--- config.mk ---
export PLATFORM = sky130hd
export DESIGN_NAME = pll_pfd_core
export DESIGN_NICKNAME = d
export VERILOG_FILES = /design/src/rtl/pllpd_pkg.sv /design/src/rtl/pllpd_fbdiv.sv /design/src/rtl/pllpd_pfd.sv /design/src/rtl/pllpd_lockmon.sv /design/src/rtl/pll_pfd_core.sv
export SDC_FILE = /design/constraint.sdc
export NUM_CORES = 1
export LEC_CHECK = 0
export BUFFER_PORTS_ARGS = -buffer_cell sky130_fd_sc_hd__buf_4
export CAP_MARGIN = 20
export CORE_MARGIN = 4
export CORE_UTILIZATION = 30
export CTS_CLUSTER_SIZE = 8
export DETAILED_ROUTE_END_ITERATION = 8
export SLEW_MARGIN = 0
export SYNTH_ARGS = -nofsm -noshare
export SYNTH_HDL_FRONTEND = slang
export SYNTH_HIERARCHICAL = 1
export SYNTH_SLANG_ARGS = --single-unit
--- constraint.sdc ---
create_clock -name clk -period 4.1 [get_ports clk]
set_clock_uncertainty 0.15 [all_clocks]
set_input_delay 0.82 -clock clk [delete_from_list [all_inputs] [get_ports clk]]
set_output_delay 0.82 -clock clk [all_outputs]
set_load 0.005 [all_outputs]
--- src/rtl/pllpd_pkg.sv ---
package pllpd_pkg;

   typedef enum logic [1:0] {
      SEL_OFF   = 2'b00,
      SEL_DIV1  = 2'b01,
      SEL_DIV5  = 2'b10,
      SEL_DIV10 = 2'b11
   } sel_e;

   localparam int DIV_CW = 4;

   // terminal count of the feedback divider for a given strap code
   function automatic logic [DIV_CW-1:0] last_count(input sel_e s);
      case (s)
         SEL_DIV5:  last_count = DIV_CW'(4);
         SEL_DIV10: last_count = DIV_CW'(9);
         default:   last_count = '0;
      endcase
   endfunction

endpackage

--- src/rtl/pllpd_fbdiv.sv ---
module pllpd_fbdiv
   import pllpd_pkg::*;
(
   input  logic clk,
   input  logic rst_n,
   input  logic clr,
   input  sel_e sel,
   input  logic fb_rise,
   output logic fb_tick
);
   logic [DIV_CW-1:0] cnt_q;
   logic [DIV_CW-1:0] term;

   assign term    = last_count(sel);
   assign fb_tick = !clr && fb_rise && (cnt_q == term);

   always_ff @(posedge clk) begin
      if (!rst_n || clr) begin
         cnt_q <= '0;
      end else if (fb_rise) begin
         cnt_q <= (cnt_q == term) ? '0 : cnt_q + 1'b1;
      end
   end
endmodule

--- src/rtl/pllpd_pfd.sv ---
module pllpd_pfd (
   input  logic clk,
   input  logic rst_n,
   input  logic clr,
   input  logic ref_rise,
   input  logic fb_tick,
   output logic up_q,
   output logic dn_q
);
   always_ff @(posedge clk) begin
      if (!rst_n || clr) begin
         up_q <= 1'b0;
         dn_q <= 1'b0;
      end else if (up_q && dn_q) begin
         up_q <= 1'b0;
         dn_q <= 1'b0;
      end else begin
         up_q <= up_q | ref_rise;
         dn_q <= dn_q | fb_tick;
      end
   end
endmodule

--- src/rtl/pllpd_lockmon.sv ---
module pllpd_lockmon #(
   parameter int WIN_CYC  = 3,
   parameter int LOCK_CNT = 4
) (
   input  logic clk,
   input  logic rst_n,
   input  logic clr,
   input  logic up,
   input  logic dn,
   output logic lock_q
);
   localparam int OW = $clog2(WIN_CYC + 2);
   localparam logic [OW-1:0] WIN = OW'(WIN_CYC);

   logic [OW-1:0] off_q;
   logic one_sided, done, good, bad;

   assign one_sided = up ^ dn;
   assign done      = up & dn;
   assign good      = done && (off_q <= WIN);
   assign bad       = (one_sided && (off_q >= WIN)) || (done && (off_q > WIN));

   always_ff @(posedge clk) begin
      if (!rst_n || clr || done) begin
         off_q <= '0;
      end else if (one_sided && (off_q <= WIN)) begin
         off_q <= off_q + 1'b1;
      end
   end

   generate
      if (LOCK_CNT == 1) begin : g_direct
         always_ff @(posedge clk) begin
            if (!rst_n || clr || bad) lock_q <= 1'b0;
            else if (good)            lock_q <= 1'b1;
         end
      end else begin : g_streak
         localparam int SW = $clog2(LOCK_CNT + 1);
         localparam logic [SW-1:0] LAST = SW'(LOCK_CNT - 1);
         logic [SW-1:0] streak_q;
         always_ff @(posedge clk) begin
            if (!rst_n || clr || bad) begin
               streak_q <= '0;
               lock_q   <= 1'b0;
            end else if (good) begin
               if (streak_q == LAST) lock_q <= 1'b1;
               else                  streak_q <= streak_q + 1'b1;
            end
         end
      end
   endgenerate
endmodule

--- src/rtl/pll_pfd_core.sv ---
module pll_pfd_core
   import pllpd_pkg::*;
#(
   parameter int WIN_CYC  = 3,
   parameter int LOCK_CNT = 4
) (
   input  logic       clk,
   input  logic       rst_n,
   input  logic [1:0] sel_i,
   input  logic       ref_i,
   input  logic       fb_i,
   output logic       up_o,
   output logic       dn_o,
   output logic       cp_oe_o,
   output logic       lock_o
);
   generate
      if (WIN_CYC < 1) begin : g_bad_win
         $error("WIN_CYC must be at least 1");
      end
      if (LOCK_CNT < 1) begin : g_bad_lock
         $error("LOCK_CNT must be at least 1");
      end
   endgenerate

   sel_e sel, sel_q;
   logic ref_q, fb_q, ref_rise, fb_rise, fb_tick, clr;

   assign sel      = sel_e'(sel_i);
   assign ref_rise = ref_i & ~ref_q;
   assign fb_rise  = fb_i & ~fb_q;
   assign clr      = (sel != sel_q) || (sel == SEL_OFF);

   always_ff @(posedge clk) begin
      if (!rst_n) begin
         sel_q   <= SEL_OFF;
         ref_q   <= 1'b0;
         fb_q    <= 1'b0;
         cp_oe_o <= 1'b0;
      end else begin
         sel_q   <= sel;
         ref_q   <= ref_i;
         fb_q    <= fb_i;
         cp_oe_o <= (sel != SEL_OFF);
      end
   end

   pllpd_fbdiv u_div (
      .clk     (clk),
      .rst_n   (rst_n),
      .clr     (clr),
      .sel     (sel),
      .fb_rise (fb_rise),
      .fb_tick (fb_tick)
   );

   pllpd_pfd u_pfd (
      .clk      (clk),
      .rst_n    (rst_n),
      .clr      (clr),
      .ref_rise (ref_rise),
      .fb_tick  (fb_tick),
      .up_q     (up_o),
      .dn_q     (dn_o)
   );

   pllpd_lockmon #(.WIN_CYC(WIN_CYC), .LOCK_CNT(LOCK_CNT)) u_lock (
      .clk    (clk),
      .rst_n  (rst_n),
      .clr    (clr),
      .up     (up_o),
      .dn     (dn_o),
      .lock_q (lock_o)
   );
endmodule

=== Word-level counts from Yosys, hierarchy flattened ===
Cells that the tools add are included.
W data, S select, Z words.

* Add/subtract/negate cells: 3
* $mul: 0
* Divide/modulo/power cells: 0
* $lt $le $gt $ge: 3
* Eq/ne operators: 5
* Shift operators: 0
* Multiplexer cells: 2
* Bitwise gates (word level): 9
* Reduce and logical (&&, ||, !) cells: 19

{| class="wikitable"
|+ Operators by type and width
! kind !! count
|-
| $pmux W4 S2 || 1
|-
| $logic_and A1 B1 Y1 || 7
|-
| $add A3 B1 Y3 const B || 2
|-
| $logic_or A1 B1 Y1 || 5
|-
| $add A4 B1 Y4 const B || 1
|-
| $eq A2 B2 Y1 const B || 2
|-
| $eq A4 B4 Y1 || 1
|-
| $mux W4 || 1
|-
| $reduce_and A2 Y1 || 2
|-
| $and A1 B1 Y1 || 3
|-
| $eq A3 B2 Y1 const B || 1
|-
| $ge A3 B2 Y1 const B || 1
|-
| $gt A3 B2 Y1 const B || 1
|-
| $le A3 B2 Y1 const B || 1
|-
| $not A1 Y1 || 3
|-
| $logic_not A1 Y1 || 2
|-
| $logic_not A2 Y1 || 1
|-
| $ne A2 B2 Y1 || 1
|-
| $or A1 B1 Y1 || 2
|-
| $reduce_bool A2 Y1 || 1
|-
| $reduce_or A2 Y1 || 1
|-
| $xor A1 B1 Y1 || 1
|}

* Register bits: 18
* Bits in latches: 0
* RAM bits: 0
* ROM bits: 0
* Output and inout port bits: 4
* Memories: 0

=== Logic depth before layout (Yosys ltp) ===
Gate-level depths: netlist (run 1).

* Word-level depth: 6
* Gate-level depth with buffers: 6
* Mapped depth without buffers: 6

=== Hierarchy ===
The synthesis (run 1) kept the hierarchy.

{| class="wikitable"
|+ By module, submodules not included
! module !! instances !! cells an instance !! area each (µm²)
|-
| pllpd_lockmon || 1 || 45 || 434.2
|-
| pllpd_fbdiv || 1 || 25 || 285.3
|-
| pll_pfd_core || 1 || 15 || 173.9
|-
| pllpd_pfd || 1 || 8 || 87.6
|}

=== Worst setup path before layout (run 1) ===
Ideal clock, no wire load.

* Kind: in2reg
* Start point: input sel_i[0]
* End point: register u_lock.off_q[0]
* Setup time: 0.120 ns
* Arrival: 1.927 ns
* Setup slack: 1.903 ns
* Stages: 5
* Buffers on the path: 0
* Cell sequence: and4bb_1 -> a31oi_1 -> nor3b_1 -> nand2b_1 -> mux2i_1

* Longest elaborated chain between the ends: 4

{| class="wikitable"
|+ Ends and longest elaborated chain
! element !! RTL line !! RTL
|-
| from (decl) || pll_pfd_core.sv:9 || <nowiki>input logic [1:0] sel_i,</nowiki>
|-
| $ne A2 B2 Y1 or $logic_not A2 Y1 (tied branches) || pll_pfd_core.sv:32 || <nowiki>assign clr = (sel != sel_q) || (sel == SEL_OFF);</nowiki>
|-
| $logic_or A1 B1 Y1 (*) || pll_pfd_core.sv:32 ||
|-
| via clr || pll_pfd_core.sv:27 || <nowiki>logic ref_q, fb_q, ref_rise, fb_rise, fb_tick, clr;</nowiki>
|-
| $logic_or A1 B1 Y1 (*) (2 in series) || pllpd_lockmon.sv:24 || <nowiki>if (!rst_n || clr || done) begin</nowiki>
|-
| to (signal assigned) || pllpd_lockmon.sv:27 || <nowiki>off_q <= off_q + 1'b1;</nowiki>
|-
| to (decl) || pllpd_lockmon.sv:15 || <nowiki>logic [OW-1:0] off_q;</nowiki>
|}

Mark *: on every way through the listed nets, which the timed path passes. The rest lies on a longest branch.
A chain may end at the register's enable or synchronous reset.

=== Worst setup path in the final report (run 1) ===
Same ends and word-level chain as after synthesis.

==> flow_summary_export.csv, run 1 <==
group,metric,value,unit
place,gp_congestion,0.764,
synth,seq_area_frac_synth,36.7,%
detailed_routing,ant_nets,0,
clocking,clk_latency,0.29,ns
critical_path,crit_arrival,2.29,ns
clocking,cts_max_level,1,
critical_path,slowest_delay,0.67,ns
clocking,cts_buffers,3,
synth,syn_inst,93,
detailed_routing,routed_wl,1.65,mm
place,portBuffers,9,
synth,synth_area,981,um2
synth,avgSynthCellArea,10.5,um2
timing,hold_viol_final,0,
critical_path,crit_chain,"buf_4 -> and4bb_1 -> a31oi_1 -> nor3b_1 -> nand2b_1 -> mux2i_1",
power_and_ir_drop,power_leakage,0.000441,uW
place,hpwl,1.30,mm
worst_hold_path,hp-class,"reg -> reg",
run,maxCapViolations,0,
detailed_routing,firstDrtPassIters,4,
global_route,antenna_found_initial,0,
timing,finalSetupViolCount,0,
floorplan,initial_core_util,31.6,%
synth,yosysWarningCount,6,
place,pre_cts_slack,1.53,ns
critical_path,cp_data_required_time,4.14,ns
layout,fillers,338,
timing,timing.fmax,444,MHz
floorplan,fp.dieArea,4250,um2
clocking,cts_setup_buffers,0,
synth,ys_seq_elements,18,
floorplan,pin_count,10,
layout,diodes,0,
critical_path,path_max_fanout,8,
synth,ys.flop_type,"dfxtp_1",
floorplan,num_rows,20,
clocking,cts-root-buf,"clkbuf_4",
clocking,cts.sinks,18,
timing,tightest_slew,0.901,ns
synth,synth_edf_count,0,
floorplan,coreArea,3100,um2
clocking,cts_resized,0,
layout,syn2layout_area_growth,15.1,%
layout,layout-drive-gt1-share,22.9,%
critical_path,criticalPathCategory,"in -> reg",
synth,yosys.cell_types.count,38,
run_status,status,"finished, final reports clean",
timing,rsz0062_at_grt,"no",
global_route,gr-usage-all-layers,9.00,%
timing,period_needed,2.25,ns
critical_path,endpoint_kind,"flop",
timing,fin_tns_setup,0,ns
floorplan,die_x,65.2,um
layout,final_cell_mix,"18 x dfxtp_1, 9 x buf_4, 6 x nor2b_1, 6 x nand2_1, 6 x ha_1",
timing,fin_ws,1.85,ns
floorplan,die_h,65.2,um
clocking,cts_tree,"yes",
clocking,cts_hold_buf,0,
detailed_routing,drc,0,
global_route,grt_start_max_net_pins,13,
critical_path,crit_slowest_cell,"a31oi_1",
global_route,grt_pass1_vias,692,
layout,final_common_cell,"dfxtp_1",
layout,final_nets,118,
timing,slew_viol_final,0,
detailed_routing,drtIter0Drc,30,
global_route,grt_pass1_wl,2.99,mm
synth,synth_nets,105,
timing,period_share,54.9,%
power_and_ir_drop,power.density,277,nW/um2
clocking,cts_buffer_depth,2,
critical_path,critPathLaunchType,"input port",
clocking,clk_pin_slew_worst_paths,0.10,ns
detailed_routing,routed-via-count,717,
power_and_ir_drop,peakVddDrop,0.158,mV
detailed_routing,routed_via_density,4.81,
synth,async_flop_share,0,%
detailed_routing,wl_per_cell,11.1,um
global_route,globalRouteOverflowTotal,0,
timing,slew_headroom,39.6,%
## flip-flops by register name, summed over array words and instances (netlist names)
| signal | cells |
|---|---|
| fb_q | 1 |
| u_pfd/dn_q | 1 |
| sel_q | 2 |
| u_lock/off_q | 3 |
| cp_oe_o | 1 |
| ref_q | 1 |
| u_div/cnt_q | 4 |
| u_pfd/up_q | 1 |
| u_lock/lock_q | 1 |
| u_lock/g_streak.streak_q | 3 |
## metal layers
| metal | track usage (%) | vias up | share of wire, % |
|---|---|---|---|
| met5 | 0 | - | 0 |
| met4 | 4.66 | 0 | 2.6 |
| met3 | 2.56 | 4 | 2.8 |
| met2 | 14.0 | 12 | 44 |
| met1 | 11.2 | 333 | 51 |
| li1 | - | 368 | - |
## worst paths after layout
check                           slack, ns                          end  depth (start not counted)                         from
worst max-delay path                 1.85              u_lock/off_q[0]                          6                     sel_i[0]
worst min-delay path                 0.33  u_lock/g_streak.streak_q[1]                          2  u_lock/g_streak.streak_q[1]
worst max register to register       2.10  u_lock/g_streak.streak_q[0]                          5              u_lock/off_q[0]
worst min register to register       0.33  u_lock/g_streak.streak_q[1]                          2  u_lock/g_streak.streak_q[1]
## stage by stage
| stage | power [uW] | utilization, % | instance area, um2 | cells | hold WS (ns) |
|---|---|---|---|---|---|
| 2_1_floorplan | 200 | - | 981 | 93 | 0.305 |
| 3_3_place_gp | 210 | 35.2 | 1090 | 145 | 0.327 |
| 3_5_place_dp | 211 | 35.2 | 1090 | 145 | 0.326 |
| 4_1_cts | 320 | 36.4 | 1130 | 149 | 0.339 |
| 5_1_grt | 331 | 36.4 | 1130 | 149 | 0.365 |
| 6_report | 313 | 36.4 | 1130 | 149 | 0.335 |
## cells in the mapped netlist, drive strengths merged, types with 3 or more instances
cell | n | area (um2)
ha | 6 | 75.1
a211oi | 3 | 27.5
dfxtp | 18 | 360
nor4b | 4 | 68.8
a21oi | 5 | 32.5
and2 | 4 | 26.3
nand2b | 5 | 38.8
nand2 | 6 | 22.5
mux2i | 3 | 30.0
nor2b | 6 | 37.5
inv | 3 | 11.3
## worst max-delay path, delay by kind of cell
kind            cells  cell delay, ns
mux                 1            0.08
compound gates      1            0.67
buf+inv             1            0.13
simple gates        3            0.58
## cell families after synthesis
family,after synthesis,synth area share (%)
AO/OA/AOI/OAI,21,17.7
XOR/XNOR,4,3.57
flip-flops,18,36.7
AND/OR/NAND/NOR,37,29.0
buffers and inverters,4,2.30
multiplexers,3,3.06
adder cells (fa/ha/maj),6,7.65
## layout make-up
cell class	count	area, um2	share of cell area (%)
Multi-Input combinational cell	71	598	53.0
Sequential cell	18	360	31.9
Timing Repair Buffer	9	67.6	5.99
Tap cell	44	55.1	4.88
Clock buffer	4	36.3	3.22
Inverter	3	11.3	0.998
## where the power goes
part	total, uW	internal (uW)	switching, uW
clock	107	54.2	52.5
combinational	27.0	14.1	12.9
sequential	179	178	1.46
total	313	246	66.8
Note: power is estimated with default switching activity, not from simulation.
==> inputs of run 2 (changes only) <==
==> constraint.sdc (replaced) <==
create_clock -name clk -period 2.1 [get_ports clk]
set_clock_uncertainty 0.15 [all_clocks]
set_input_delay 0.42 -clock clk [delete_from_list [all_inputs] [get_ports clk]]
set_output_delay 0.42 -clock clk [all_outputs]
set_load 0.005 [all_outputs]
==> run 2 against run 1 <==
Core utilization grew 0.81 points. Sequential share of layout area shrank 0.69 points. Critical path depth shrank 1. Die area is the same. Largest cell class unchanged.
==> flow_summary_export.csv, run 2 (synthesis gave the netlist of run 1 again) <==
group,metric,value,unit
global_route,globalRouteOverflowTotal,0,
critical_path,r2r_cells,5,
layout,reg_top3,"u_div/cnt_q x4, u_lock/g_streak.streak_q x3, u_lock/off_q x3",
timing,timing.fmax,515,MHz
critical_path,crit_start,"u_lock/off_q[0]",
critical_path,cp_data_required_time,2.16,ns
floorplan,pin_count,10,
layout,fin_area,1150,um2
layout,layout-drive-gt1-share,25.9,%
detailed_routing,drtIter0Drc,19,
clocking,cts-root-buf,"clkbuf_4",
global_route,grt_pass1_wl,2.99,mm
critical_path,crit_arrival,2.01,ns
detailed_routing,drc,0,
global_route,gr-usage-all-layers,9.00,%
power_and_ir_drop,p_sw,137,uW
power_and_ir_drop,power_frac_clock,34.3,%
floorplan,die_x,65.2,um
place,placed_area,1110,um2
clocking,cts_max_level,1,
detailed_routing,routed-via-count,713,
critical_path,endpoint_kind,"flop",
critical_path,criticalPathCategory,"reg -> reg",
critical_path,rrSetupSlack,0.16,ns
clocking,cts_buffers,3,
timing,rsz0062_at_grt,"no",
floorplan,die_h,65.2,um
critical_path,critPathLaunchType,"flop",
place,portBuffers,9,
place,pre_cts_slack,0.108,ns
detailed_routing,firstDrtPassIters,4,
timing,tightest_slew,0.391,ns
run_status,status,"finished, final reports clean",
timing,slew_viol_final,0,
layout,syn2layout_area_growth,17.6,%
floorplan,coreArea,3100,um2
layout,top_register,"u_div/cnt_q",
timing,slew_headroom,73.8,%
detailed_routing,ant_nets,0,
power_and_ir_drop,p_int,484,uW
clocking,cts_buffer_depth,2,
worst_hold_path,worstHoldStart,"ref_i",
power_and_ir_drop,p_total,621,uW
power_and_ir_drop,peakVddDrop,0.235,mV
floorplan,initial_core_util,31.6,%
critical_path,path_max_fanout,9,
power_and_ir_drop,power_frac_seq,56.4,%
power_and_ir_drop,switching_share,22.0,%
worst_hold_path,holdPathStages,2,
layout,final_nets,121,
detailed_routing,routed_via_density,4.69,
clocking,clk_latency,0.29,ns
power_and_ir_drop,comb_power_share,9.3,%
floorplan,num_rows,20,
detailed_routing,wl_per_cell,11.1,um
run,maxCapViolations,0,
place,gp_congestion,0.729,
timing,fin_tns_setup,0,ns
place,hpwl,1.32,mm
clocking,cts.sinks,18,
timing,finalSetupViolCount,0,
global_route,antenna_found_initial,0,
worst_hold_path,hold_end,"ref_q",
layout,largest_reg_flops,4,
clocking,cts_setup_buffers,0,
timing,hold_viol_final,0,
worst_hold_path,hp-class,"in -> reg",
global_route,grt_pass1_vias,670,
critical_path,r2r_end,"u_lock/g_streak.streak_q[0]",
timing,period_needed,1.94,ns
clocking,clk_pin_slew_worst_paths,0.10,ns
layout,final_cell_mix,"18 x dfxtp_1, 12 x buf_4, 6 x nor2b_1, 6 x nand2_1, 5 x ha_1",
timing,period_share,92.5,%
power_and_ir_drop,power.density,538,nW/um2
timing,fin_ws,0.158,ns
global_route,grt_start_max_net_pins,13,
floorplan,fp.dieArea,4250,um2
power_and_ir_drop,power_leakage,0.000454,uW
detailed_routing,routed_wl,1.69,mm
critical_path,r2r_start,"u_lock/off_q[0]",
layout,diodes,0,
layout,final_common_cell,"dfxtp_1",
clocking,cts_tree,"yes",
layout,fillers,331,
run 2: critical path, stage by stage, from the launching register on:
cell,delay [ns]
dfxtp_1,0.41
ha_1,0.18
ha_2,0.26
and3b_1,0.22
or4_1,0.40
a211oi_1,0.24
run 2: area by class of cell:
cell class	instances	area [um2]	area share [%]
well taps	44	55.1	4.77
inverters	3	11.3	0.976
multi-input cells	71	601	52.1
flip-flops and latches	18	360	31.2
clock buffers	4	36.3	3.15
repair buffers	12	90.1	7.81
run 2: worst max path at each step:
stage / end / cells after the start
5_1_grt: u_lock/g_streak.streak_q[0] / 5
4_1_cts: u_lock/g_streak.streak_q[0] / 5
2_1_floorplan: u_lock/off_q[0] / 5
3_3_place_gp: u_lock/g_streak.streak_q[0] / 5
3_5_place_dp: u_lock/g_streak.streak_q[0] / 5
6_report: u_lock/g_streak.streak_q[0] / 5
run 2: routing by layer:
layer  global-route usage, %  vias to the layer above  part of all wire, %
li1                        -                      374                    -
met1                    12.0                      321                   50
met2                    13.5                       14                   43
met3                    1.88                        4                  4.4
met4                    4.66                        0                  2.4
met5                       0                        -                    0
run 2: timing repair:
action	in CTS	in global routing
resized for setup	0	1
endpoints found under the hold margin	0	0
hold buffers	0	0
setup endpoints to repair	0	1
run 2: power groups by stage:
stage	sequential (uW)	combinational, uW	clock, uW
CTS	351	58.0	227
floorplan	358	33.4	0
global placement	358	56.9	0
detailed placement	358	57.8	0
global route	351	62.7	240
finish	350	57.5	213
run 2: through the flow:
stage	hold WS, ns	cells	utilization, %
after floorplan	0.305	93	-
after global placement	0.324	148	35.9
after detailed placement	0.338	148	35.9
after CTS	0.167	152	37.1
after global routing	0.171	152	37.2
final	0.180	152	37.2
